--- config.mk ---
export PLATFORM = sky130hd
export DESIGN_NAME = dual_prescaled_timer
export DESIGN_NICKNAME = d
export VERILOG_FILES = /design/src/rtl/dtp_pkg.sv /design/src/rtl/dtp_prescaler.sv /design/src/rtl/dtp_pin_sync.sv /design/src/rtl/dtp_channel.sv /design/src/rtl/dual_prescaled_timer.sv
export SDC_FILE = /design/constraint.sdc
export NUM_CORES = 1
export LEC_CHECK = 0
export BUFFER_PORTS_ARGS = -buffer_cell sky130_fd_sc_hd__buf_2
export CAP_MARGIN = 0
export CORE_MARGIN = 5
export CORE_UTILIZATION = 61
export DETAILED_ROUTE_END_ITERATION = 10
export PLACE_DENSITY = 0.78
export SLEW_MARGIN = 20
export SYNTH_ARGS = -nofsm -noshare
export SYNTH_HDL_FRONTEND = slang
export SYNTH_SLANG_ARGS = --single-unit
export TNS_END_PERCENT = 1
--- constraint.sdc ---
create_clock -name clk -period 3.55 [get_ports clk]
set_input_delay 0.71 -clock clk [delete_from_list [all_inputs] [get_ports clk]]
set_output_delay 0.71 -clock clk [all_outputs]
set_load 0.05 [all_outputs]
--- src/rtl/dtp_pkg.sv ---
package dtp_pkg;
  localparam int CNT_W    = 16;
  localparam int DATA_W   = 16;
  localparam int ADDR_W   = 3;
  localparam int SEL_W    = 3;
  localparam int STAG_OFS = 3;
  localparam int PSC_W    = (1 << SEL_W) - 1 + STAG_OFS;
  localparam int SHIFT_W  = $clog2(PSC_W + 1);
  localparam int N_CH     = 2;
  localparam int FIELD_STRIDE = 8;
  localparam int RUN_POS  = 6;
  localparam int MODE_POS = 3;

  localparam logic [ADDR_W-1:0] A_CTRL = 3'd0;
  localparam logic [ADDR_W-1:0] A_CNT0 = 3'd1;
  localparam logic [ADDR_W-1:0] A_RLD0 = 3'd2;
  localparam logic [DATA_W-1:0] CTRL_MASK = 16'h4F4F;

  typedef struct packed {
    logic             run;
    logic             mode;
    logic [SEL_W-1:0] sel;
  } tmr_cfg_t;

  typedef enum logic [SEL_W-1:0] {
    SRC_EXT  = 3'b000,
    SRC_RISE = 3'b001,
    SRC_FALL = 3'b010,
    SRC_BOTH = 3'b011
  } cnt_src_e;

  function automatic tmr_cfg_t cfg_slice(input logic [DATA_W-1:0] ctrl, input int idx);
    tmr_cfg_t c;
    c.run  = ctrl[idx*FIELD_STRIDE + RUN_POS];
    c.mode = ctrl[idx*FIELD_STRIDE + MODE_POS];
    c.sel  = ctrl[idx*FIELD_STRIDE +: SEL_W];
    return c;
  endfunction

  function automatic logic [SHIFT_W-1:0] rate_shift(input logic [SEL_W-1:0] sel, input logic stag);
    logic [SHIFT_W-1:0] base;
    base = SHIFT_W'(sel);
    return stag ? base + SHIFT_W'(STAG_OFS) : base;
  endfunction
endpackage

--- src/rtl/dtp_prescaler.sv ---
module dtp_prescaler #(
  parameter int PW = dtp_pkg::PSC_W
) (
  input  logic        clk,
  input  logic        rst_n,
  output logic [PW:0] tick_o
);
  logic [PW-1:0] psc_q;

  always_ff @(posedge clk or negedge rst_n) begin
    if (!rst_n) psc_q <= '0;
    else        psc_q <= psc_q + 1'b1;
  end

  assign tick_o[0] = 1'b1;
  for (genvar k = 1; k <= PW; k++) begin : g_tap
    assign tick_o[k] = &psc_q[k-1:0];
  end
endmodule

--- src/rtl/dtp_pin_sync.sv ---
module dtp_pin_sync #(
  parameter int N = 2
) (
  input  logic         clk,
  input  logic         rst_n,
  input  logic [N-1:0] pin_i,
  output logic [N-1:0] rise_o,
  output logic [N-1:0] fall_o
);
  logic [N-1:0] meta_q, stab_q, hist_q;

  always_ff @(posedge clk or negedge rst_n) begin
    if (!rst_n) begin
      meta_q <= '0;
      stab_q <= '0;
      hist_q <= '0;
    end else begin
      meta_q <= pin_i;
      stab_q <= meta_q;
      hist_q <= stab_q;
    end
  end

  assign rise_o = stab_q & ~hist_q;
  assign fall_o = ~stab_q & hist_q;

  for (genvar i = 0; i < N; i++) begin : g_chk
    AST_RISE_FROM_PIN: assert property (@(posedge clk) disable iff (!rst_n)
      rise_o[i] |-> $past(pin_i[i], 2)) else $error("rise without pin high");
    AST_FALL_FROM_PIN: assert property (@(posedge clk) disable iff (!rst_n)
      fall_o[i] |-> !$past(pin_i[i], 2)) else $error("fall without pin low");
  end
endmodule

--- src/rtl/dtp_channel.sv ---
module dtp_channel
  import dtp_pkg::*;
#(
  parameter int  W       = CNT_W,
  parameter bit  PIN_SRC = 1'b1
) (
  input  logic           clk,
  input  logic           rst_n,
  input  tmr_cfg_t       cfg_i,
  input  logic           stag_i,
  input  logic [PSC_W:0] tick_i,
  input  logic           rise_i,
  input  logic           fall_i,
  input  logic           ext_ovf_i,
  input  logic           wr_cnt_i,
  input  logic           wr_rld_i,
  input  logic [W-1:0]   wdata_i,
  output logic [W-1:0]   count_o,
  output logic [W-1:0]   reload_o,
  output logic           ovf_o,
  output logic           cnt_ev_o
);
  localparam logic [W-1:0] TOP = '1;

  logic           src_ev, illegal_src;
  logic [W-1:0]   cnt_q, rld_q;
  logic           ovf_q;
  logic           wrap;

  always_comb begin
    src_ev = 1'b0;
    if (!cfg_i.mode) begin
      src_ev = tick_i[rate_shift(cfg_i.sel, stag_i)];
    end else begin
      unique case (cfg_i.sel)
        SRC_EXT:  src_ev = ext_ovf_i;
        SRC_RISE: src_ev = rise_i;
        SRC_FALL: src_ev = fall_i;
        SRC_BOTH: src_ev = rise_i | fall_i;
        default:  src_ev = 1'b0;
      endcase
    end
  end

  assign illegal_src = cfg_i.mode && !PIN_SRC && (cfg_i.sel != SRC_EXT);
  assign cnt_ev_o    = cfg_i.run && src_ev && !illegal_src;
  assign wrap        = cnt_ev_o && !wr_cnt_i && (cnt_q == TOP);

  always_ff @(posedge clk or negedge rst_n) begin
    if (!rst_n) begin
      cnt_q <= '0;
      rld_q <= '0;
      ovf_q <= 1'b0;
    end else begin
      if (wr_rld_i) rld_q <= wdata_i;
      if (wr_cnt_i)      cnt_q <= wdata_i;
      else if (wrap)     cnt_q <= rld_q;
      else if (cnt_ev_o) cnt_q <= cnt_q + 1'b1;
      ovf_q <= wrap;
    end
  end

  assign count_o  = cnt_q;
  assign reload_o = rld_q;
  assign ovf_o    = ovf_q;

  AST_FROZEN: assert property (@(posedge clk) disable iff (!rst_n)
    (!cfg_i.run && !wr_cnt_i) |=> $stable(cnt_q)) else $error("stopped channel moved");
  AST_STEP_ONE: assert property (@(posedge clk) disable iff (!rst_n)
    (cnt_ev_o && !wr_cnt_i && cnt_q != TOP) |=> cnt_q == $past(cnt_q) + 1'b1) else $error("step not one");
  AST_RESERVED_IDLE: assert property (@(posedge clk) disable iff (!rst_n)
    (cfg_i.mode && cfg_i.sel[SEL_W-1] && !wr_cnt_i) |=> $stable(cnt_q)) else $error("reserved code counted");
  AST_OVF_AFTER_TOP: assert property (@(posedge clk) disable iff (!rst_n)
    ovf_o |-> ($past(cnt_q) == TOP && !$past(wr_cnt_i))) else $error("overflow not from top");
  AST_WRITE_WINS: assert property (@(posedge clk) disable iff (!rst_n)
    wr_cnt_i |=> (cnt_q == $past(wdata_i) && !ovf_o)) else $error("write lost");

  if (!PIN_SRC) begin : g_ext_only
    AST_HALT_ON_PIN_SRC: assert property (@(posedge clk) disable iff (!rst_n)
      (cfg_i.mode && cfg_i.sel != SRC_EXT && !wr_cnt_i) |=> $stable(cnt_q)) else $error("halted channel moved");
  end
endmodule

--- src/rtl/dual_prescaled_timer.sv ---
module dual_prescaled_timer
  import dtp_pkg::*;
(
  input  logic              clk,
  input  logic              rst_n,
  input  logic              stagger_i,
  input  logic              wr_en_i,
  input  logic [ADDR_W-1:0] wr_addr_i,
  input  logic [DATA_W-1:0] wr_data_i,
  input  logic [ADDR_W-1:0] rd_addr_i,
  output logic [DATA_W-1:0] rd_data_o,
  input  logic [N_CH-1:0]   pin_i,
  input  logic              ext_ovf_i,
  output logic [N_CH-1:0]   ovf_o
);
  logic [DATA_W-1:0] ctrl_q;
  logic [PSC_W:0]    tick;
  logic [N_CH-1:0]   rise, fall, cnt_ev;
  logic [CNT_W-1:0]  count [N_CH];
  logic [CNT_W-1:0]  reload [N_CH];

  always_ff @(posedge clk or negedge rst_n) begin
    if (!rst_n)                                ctrl_q <= '0;
    else if (wr_en_i && wr_addr_i == A_CTRL)   ctrl_q <= wr_data_i & CTRL_MASK;
  end

  dtp_prescaler #(.PW(PSC_W)) i_psc (
    .clk(clk), .rst_n(rst_n), .tick_o(tick)
  );

  dtp_pin_sync #(.N(N_CH)) i_sync (
    .clk(clk), .rst_n(rst_n), .pin_i(pin_i), .rise_o(rise), .fall_o(fall)
  );

  for (genvar g = 0; g < N_CH; g++) begin : g_ch
    localparam logic [ADDR_W-1:0] CNT_A = A_CNT0 + ADDR_W'(2*g);
    localparam logic [ADDR_W-1:0] RLD_A = A_RLD0 + ADDR_W'(2*g);
    dtp_channel #(.W(CNT_W), .PIN_SRC(g == 0)) i_ch (
      .clk(clk), .rst_n(rst_n),
      .cfg_i(cfg_slice(ctrl_q, g)), .stag_i(stagger_i), .tick_i(tick),
      .rise_i(rise[g]), .fall_i(fall[g]), .ext_ovf_i(ext_ovf_i),
      .wr_cnt_i(wr_en_i && wr_addr_i == CNT_A),
      .wr_rld_i(wr_en_i && wr_addr_i == RLD_A),
      .wdata_i(wr_data_i),
      .count_o(count[g]), .reload_o(reload[g]),
      .ovf_o(ovf_o[g]), .cnt_ev_o(cnt_ev[g])
    );
    AST_EVENT_NEEDS_RUN: assert property (@(posedge clk) disable iff (!rst_n)
      cnt_ev[g] |-> ctrl_q[g*FIELD_STRIDE + RUN_POS]) else $error("event while stopped");
  end

  always_comb begin
    unique case (rd_addr_i)
      3'd0:    rd_data_o = ctrl_q;
      3'd1:    rd_data_o = count[0];
      3'd2:    rd_data_o = reload[0];
      3'd3:    rd_data_o = count[1];
      3'd4:    rd_data_o = reload[1];
      default: rd_data_o = '0;
    endcase
  end

  AST_CTRL_RESERVED_ZERO: assert property (@(posedge clk) disable iff (!rst_n)
    (wr_en_i && wr_addr_i == A_CTRL) |=> (ctrl_q == ($past(wr_data_i) & 16'h4F4F))) else $error("control bits");
endmodule

# ---- Word level (Yosys, flattened, before mapping)
# Index checks and enable logic that the tools add are counted.
dict set report classes {
  eq_ne 16
  n_div 0
  magnitude_cmp 2
  n_bitwise 6
  n_mux 17
  n_shift 0
  addsub 5
  n_reduce_logical 32
  multipliers 0
}
# operator count
set ops {}
lappend ops {{16-bit two-way mux} 6}
lappend ops {{16-bit case mux with 5 select lines} 1}
lappend ops {{16-bit by 1-bit adder with 16-bit output (second input constant)} 2}
lappend ops {{16-bit equality test (second input constant)} 2}
lappend ops {{3-bit by 2-bit equality test with 1-bit output (second input constant)} 8}
lappend ops {{1-bit logical AND} 13}
lappend ops {{3-bit by 1-bit equality test with 1-bit output (second input constant)} 4}
lappend ops {{3-bit logical NOT} 4}
lappend ops {{10-bit by 1-bit adder with 10-bit output (second input constant)} 1}
lappend ops {{4-bit by 5-bit less-than comparator with 1-bit output (second input constant)} 2}
lappend ops {{10-bit AND reduction} 1}
lappend ops {{9-bit AND reduction} 1}
lappend ops {{3-bit nonzero test} 3}
lappend ops {{3-bit by 2-bit adder with 4-bit output (second input constant)} 2}
lappend ops {{1-bit binary-select mux with 4-bit select} 2}
lappend ops {{4-bit two-way mux} 2}
lappend ops {{1-bit case mux with 4 select lines} 2}
lappend ops {{8-bit AND reduction} 1}
lappend ops {{7-bit AND reduction} 1}
lappend ops {{3-bit equality test (second input constant)} 2}
lappend ops {{6-bit AND reduction} 1}
lappend ops {{5-bit AND reduction} 1}
lappend ops {{2-bit bitwise AND} 2}
lappend ops {{1-bit two-way mux} 4}
lappend ops {{6 further kinds} 10}
dict set report totals {
  ram_bits 0
  latchBits 0
  register_bits 92
  mem_bits_ro 0
  memories 0
}

# ---- Depth between registers and ports, before layout
dict set report depth {
  ltp_word 11
  depth_mapped 12
}

# ---- By module
# Synthesis repeated with hierarchy kept, for this count alone.
dict set report hier_totals {
  hier_cells 569
  hier_area_um2 5898.2
}
# module n_inst seq_area_each_um2 cells_per_inst area_per_inst_um2
set modules_own_cells {}
lappend modules_own_cells {{dtp_channel (g_ch[1].i_ch)} 1 825.8 210 2120.8}
lappend modules_own_cells {{dtp_channel (g_ch[0].i_ch)} 1 825.8 211 2060.7}
lappend modules_own_cells {dual_prescaled_timer 1 250.2 102 1051.0}
lappend modules_own_cells {dtp_prescaler 1 250.2 36 480.5}
lappend modules_own_cells {dtp_pin_sync 1 150.1 10 185.2}

# ---- Least setup slack after synthesis
# OpenSTA, ideal clock, no wires.
dict set report synth_path {
  path_type {input -> output}
  from {input rd_addr_i[1]}
  to {output rd_data_o[12]}
  t_required_ps 2840
  path_stages 6
  slack_ps 213
  path_buffers 3
  t_arrival_ps 2627
  path_cell_list {clkbuf_1 > nor2b_1 > clkbuf_1 > clkbuf_1 > a22oi_1 > o22ai_1}
}
dict set report synth_via {
  elab_chain_cells 2
}
# item line_no
set synth_rtl {}
lappend synth_rtl {{start: declaration} dual_prescaled_timer.sv:10} ;# input logic [ADDR_W-1:0] rd_addr_i,
lappend synth_rtl {{3-bit equality test (tied with other cells)} dual_prescaled_timer.sv:53} ;# unique case (rd_addr_i)
lappend synth_rtl {{16-bit case mux with 5 select lines (*)} dual_prescaled_timer.sv:53}
lappend synth_rtl {{end: declaration} dual_prescaled_timer.sv:11} ;# output logic [DATA_W-1:0] rd_data_o,
# Every way passes the cells marked *; elsewhere a longest branch is shown, timed or not.

# ---- Final worst setup path
dict set report layout_path {
  from {register i_psc.psc_q[0]}
  to {register g_ch[0].i_ch.cnt_q[4]}
}
dict set report layout_via {
  elab_chain_cells 9
}
# item line_no
set layout_rtl {}
lappend layout_rtl {{start: declaration} dtp_prescaler.sv:8} ;# logic [PW-1:0] psc_q;
lappend layout_rtl {{start signal: assignment} dtp_prescaler.sv:12} ;# else psc_q <= psc_q + 1'b1;
lappend layout_rtl {{10-bit AND reduction (tied with other cells)} dtp_prescaler.sv:17} ;# assign tick_o[k] = &psc_q[k-1:0];
lappend layout_rtl {{1-bit binary-select mux with 4-bit select (*)} dtp_channel.sv:33} ;# src_ev = tick_i[rate_shift(cfg_i.sel, stag_i)];
lappend layout_rtl {{1-bit two-way mux (implied by the code) (*)} dtp_channel.sv:33}
lappend layout_rtl {{1-bit two-way mux (*)} dtp_channel.sv:32} ;# if (!cfg_i.mode) begin
lappend layout_rtl {{1-bit logical AND (*)} dtp_channel.sv:46} ;# assign cnt_ev_o = cfg_i.run && src_ev && !illegal_src;
lappend layout_rtl {{1-bit logical AND (2 in a row)} dtp_channel.sv:47} ;# assign wrap = cnt_ev_o && !wr_cnt_i && (cnt_q == TOP);
lappend layout_rtl {{16-bit two-way mux} dtp_channel.sv:57} ;# else if (wrap) cnt_q <= rld_q;
lappend layout_rtl {{16-bit two-way mux} dtp_channel.sv:56} ;# if (wr_cnt_i) cnt_q <= wdata_i;
lappend layout_rtl {{end signal: assignment} dtp_channel.sv:56}
lappend layout_rtl {{end signal: assignment} dtp_channel.sv:57}
lappend layout_rtl {{end signal: assignment} dtp_channel.sv:58} ;# else if (cnt_ev_o) cnt_q <= cnt_q + 1'b1;
lappend layout_rtl {{end: declaration} dtp_channel.sv:26} ;# logic [W-1:0] cnt_q, rld_q;
# Every way passes the cells marked *; elsewhere a longest branch is shown, timed or not. The select of a mux whose other input is x is not followed.
# A chain may end at the register's enable or synchronous reset.

==> impl_metrics.tcl <==
set metrics [dict create \
    synthFlopType "sky130_fd_sc_hd__dfrtp_1" \
    slew_at_the_pin_closest_to_its_max_slew_limit_ps 839 \
    synth_cells 631 \
    yosys.area.top_type "sky130_fd_sc_hd__dfrtp_1" \
    synth_top_area_share_pct 39.4 \
    number_of_global_route_vias_before_repair 4842 \
    cap_viol_max_count 0 \
    postCtsResizedCells 0 \
    die_width_um 108 \
    final_antenna_net_count 0 \
    timing.final.max_slew_violations 0 \
    critPathKind "reg -> reg" \
    number_of_i_o_pins 47 \
    clk_pin_slew_ps 90 \
    clk_root_buffer_cell "sky130_fd_sc_hd__clkbuf_8" \
    finClkSkew_ps 8.45 \
    antenna_found_initial 0 \
    syn_nets 680 \
    route.vias.total 5157 \
    cts_tree "built" \
    r2r-end "g_ch[0].i_ch.count_o[4]" \
    fillers 764 \
    route.detailed.vias_per_inst 6.51 \
    worst_skew_pair.late_latency_ps 370 \
    fmax_mhz 312 \
    run_status "completed" \
    timing.hold.ws_ps 328 \
    finalWeightedCongestion 0.967 \
    timing.rr.start "i_psc.psc_q[0]" \
    wl_met2_um 7470 \
    dr.pass1.iters 5 \
    synthesis.area_um2 5850 \
    hold_path.class "in -> async" \
    ys_async_sr_fraction_pct 100 \
    start_util_pct 63.0 \
    drt-met1-wl_um 7240 \
    globalRoute.totalOverflow 0 \
    gr-usage-all-layers_pct 29.5 \
    die_height_um 108 \
    register_bit_count_reported_by_yosys 92 \
    critical_path.slowest_cell "sky130_fd_sc_hd__dfrtp_1" \
    drt-initial-drc-count 537 \
    grt_setup_unrepaired "false" \
    finalNetCount 708 \
    final_util_pct 68.8 \
    drc 0 \
    met3_wirelength_um 1590 \
    cts_setup_buffers 0 \
    setup.worst_path.end "g_ch[0].i_ch.count_o[4]" \
    number_of_flops_mapped_to_enable_cells_by_yosys 0 \
    most_numerous_cell_in_the_yosys_netlist "sky130_fd_sc_hd__dfrtp_1" \
    cp-end-kind "flop" \
    seq_area_um2 2300 \
    netlist_cell_types 69 \
    final.period_utilization_pct 90.3 \
    multi_input_area_um2 3290 \
    numCtsBuffers 9 \
    setup_tns_ps 0 \
    worst-endpoint-arrival_ps 3460 \
    reg2reg_slack_ps 340 \
    synthTopCellsByArea "sky130_fd_sc_hd__dfrtp_1 (39%), sky130_fd_sc_hd__mux2_2 (6.9%), sky130_fd_sc_hd__mux2i_1 (6.3%)" \
    maximum_number_of_pins_on_one_net_before_global_route_repair 51 \
    netlist_top_cells_count "sky130_fd_sc_hd__dfrtp_1 (92), sky130_fd_sc_hd__nand2_1 (77), sky130_fd_sc_hd__nor2_1 (43)" \
    num_antenna_cells 0 \
    wl_um 16700 \
    sequential_to_total_area_share_from_yosys_stat_pct 39.4 \
    die-area_um2 11600 \
    slew_headroom_pct 44.1 \
    syn-mean-instance-area_um2 9.27 \
    reg2reg_depth 12 \
    global_route_wire_length_before_repair_um 26500 \
    timing_startpoint_of_the_critical_path "i_psc.psc_q[0]" \
    critical_path.max_stage_delay_ps 400 \
    setup-violations-final 0 \
    placement_rows 35 \
    power_leakage_uw 0.00276 \
    time_the_final_worst_path_needs_with_i_o_delays_and_setup_ps 3210 \
    cp_required_ps 3800 \
    dpl.hpwl_um 12300 \
    yosysWarningCount 0 \
    design_power_uw 3440 \
    portBuffers 46 \
    coreArea_um2 9280 \
    cts.sinks 92 \
    timing_hold_violations_final 0 \
    critical_path.startpoint_type "flop" \
    area_delta_synth_final_pct 9.16 \
    vdd_ir_drop_max_uv 355 \
    powerDensity_nw_per_um2 540 \
    route.top_layer_used "met4" \
    wl_per_cell_um 21.0 \
    cts_hold_repair.buffers 0 \
    path_cells "ha_1 -> nand3_1 -> nor3_1 -> ha_1 -> o21ai_0 -> a2111o_1 -> nand2_1 -> a2111oi_4 -> a21oi_2 -> buf_4 -> mux2i_1 -> o21ai_0" \
    drive_gt1_share_pct 19.0 \
    crit_path_max_fanout 9 \
    clock_tree.htree_level_count 3 \
    cts.path.max_buffers 2 \
]
## registers in the layout (all words and copies together) (netlist names)
register,flops
g_ch.i_ch.count_o,32
g_ch.i_ch.reload_o,32
ctrl_q,10
i_psc.psc_q,10
g_ch.i_ch.ovf_o,2
i_sync.hist_q,2
i_sync.meta_q,2
i_sync.stab_q,2
## worst max-delay path: cells and delay by family (launching register included)
family	cells	cell delay, ps
fa+ha+maj	2	540
mux	1	220
simple gates	3	700
buf+inv	1	250
flops	1	400
compound gates	5	970
## layer usage
metal  track usage (%)  vias to the layer above
li1                  -                     2365
met1              43.3                     2502
met2              44.2                      255
met3              6.00                       35
met4              8.30                        0
met5                 0                        -
## area by class of cell
cell class | instances | area share (%)
inverter | 20 | 1.18
multi-input combinational | 477 | 51.5
clock buffer | 9 | 1.94
tap | 129 | 2.53
timing repair buffer | 59 | 5.37
clock inverter | 6 | 1.39
sequential | 92 | 36.1
## where the power goes
group          switching [uW]  internal, uW
clock                     378           394
sequential                320          1260
combinational             638           456
total                    1340          2110
## cells in the final DEF, fill, tap and decap left out, types with 4 or more instances in the layout
cell,Yosys,layout
sky130_fd_sc_hd__o22ai_1,17,17
sky130_fd_sc_hd__o31ai_1,6,6
sky130_fd_sc_hd__and3_1,11,11
sky130_fd_sc_hd__and2_1,5,5
sky130_fd_sc_hd__ha_1,20,20
sky130_fd_sc_hd__dfrtp_1,92,92
sky130_fd_sc_hd__clkbuf_8,0,9
sky130_fd_sc_hd__nand3_1,24,24
sky130_fd_sc_hd__a31oi_1,16,16
sky130_fd_sc_hd__nand2b_1,4,4
sky130_fd_sc_hd__nand4_1,5,5
sky130_fd_sc_hd__mux2_2,36,36
sky130_fd_sc_hd__nor2_1,43,43
sky130_fd_sc_hd__a21oi_1,28,28
sky130_fd_sc_hd__a22oi_1,8,8
sky130_fd_sc_hd__nand2_1,77,77
sky130_fd_sc_hd__o21ai_0,33,33
sky130_fd_sc_hd__a311oi_1,4,4
sky130_fd_sc_hd__nand3b_1,4,4
sky130_fd_sc_hd__nor2b_1,5,5
sky130_fd_sc_hd__buf_4,5,13
sky130_fd_sc_hd__and4_1,6,6
sky130_fd_sc_hd__xor2_1,6,6
sky130_fd_sc_hd__inv_1,20,20
sky130_fd_sc_hd__a41oi_1,4,4
sky130_fd_sc_hd__o211ai_1,9,9
sky130_fd_sc_hd__xnor2_1,8,8
sky130_fd_sc_hd__buf_2,6,45
sky130_fd_sc_hd__or2_2,4,4
sky130_fd_sc_hd__mux2i_1,37,37
## worst min path at each step
stage	slack, ps	from	endpoint	depth (start not counted)
final	330	rst_n	i_sync.hist_q[1]	1
after global routing	370	rst_n	i_sync.hist_q[1]	1
after CTS	350	rst_n	i_sync.hist_q[1]	1
after detailed placement	340	i_sync.meta_q[0]	i_sync.stab_q[0]	0
after global placement	340	i_sync.meta_q[0]	i_sync.stab_q[0]	0
after floorplan	330	i_sync.meta_q[0]	i_sync.stab_q[0]	0
## kinds of logic (layout without fill, tap and decap cells)
kind of cell	count (synthesis)	in the layout	share of synthesized area [%]
fa+ha+maj	20	20	4.28
mux	73	73	13.3
flops	92	92	39.4
compound gates	167	167	19.6
simple gates	203	203	16.8
xor+xnor	14	14	2.10
buf+inv	62	94	4.56
## metrics by stage
step,setup slack [ps],cells,instance area (um^2)
2_1_floorplan,213,631,5850
4_1_cts,403,792,6380
3_5_place_dp,464,777,6170
5_1_grt,126,792,6380
3_3_place_gp,629,777,6170
6_report,344,792,6380
No activity file was read; power rests on OpenSTA's default activity.
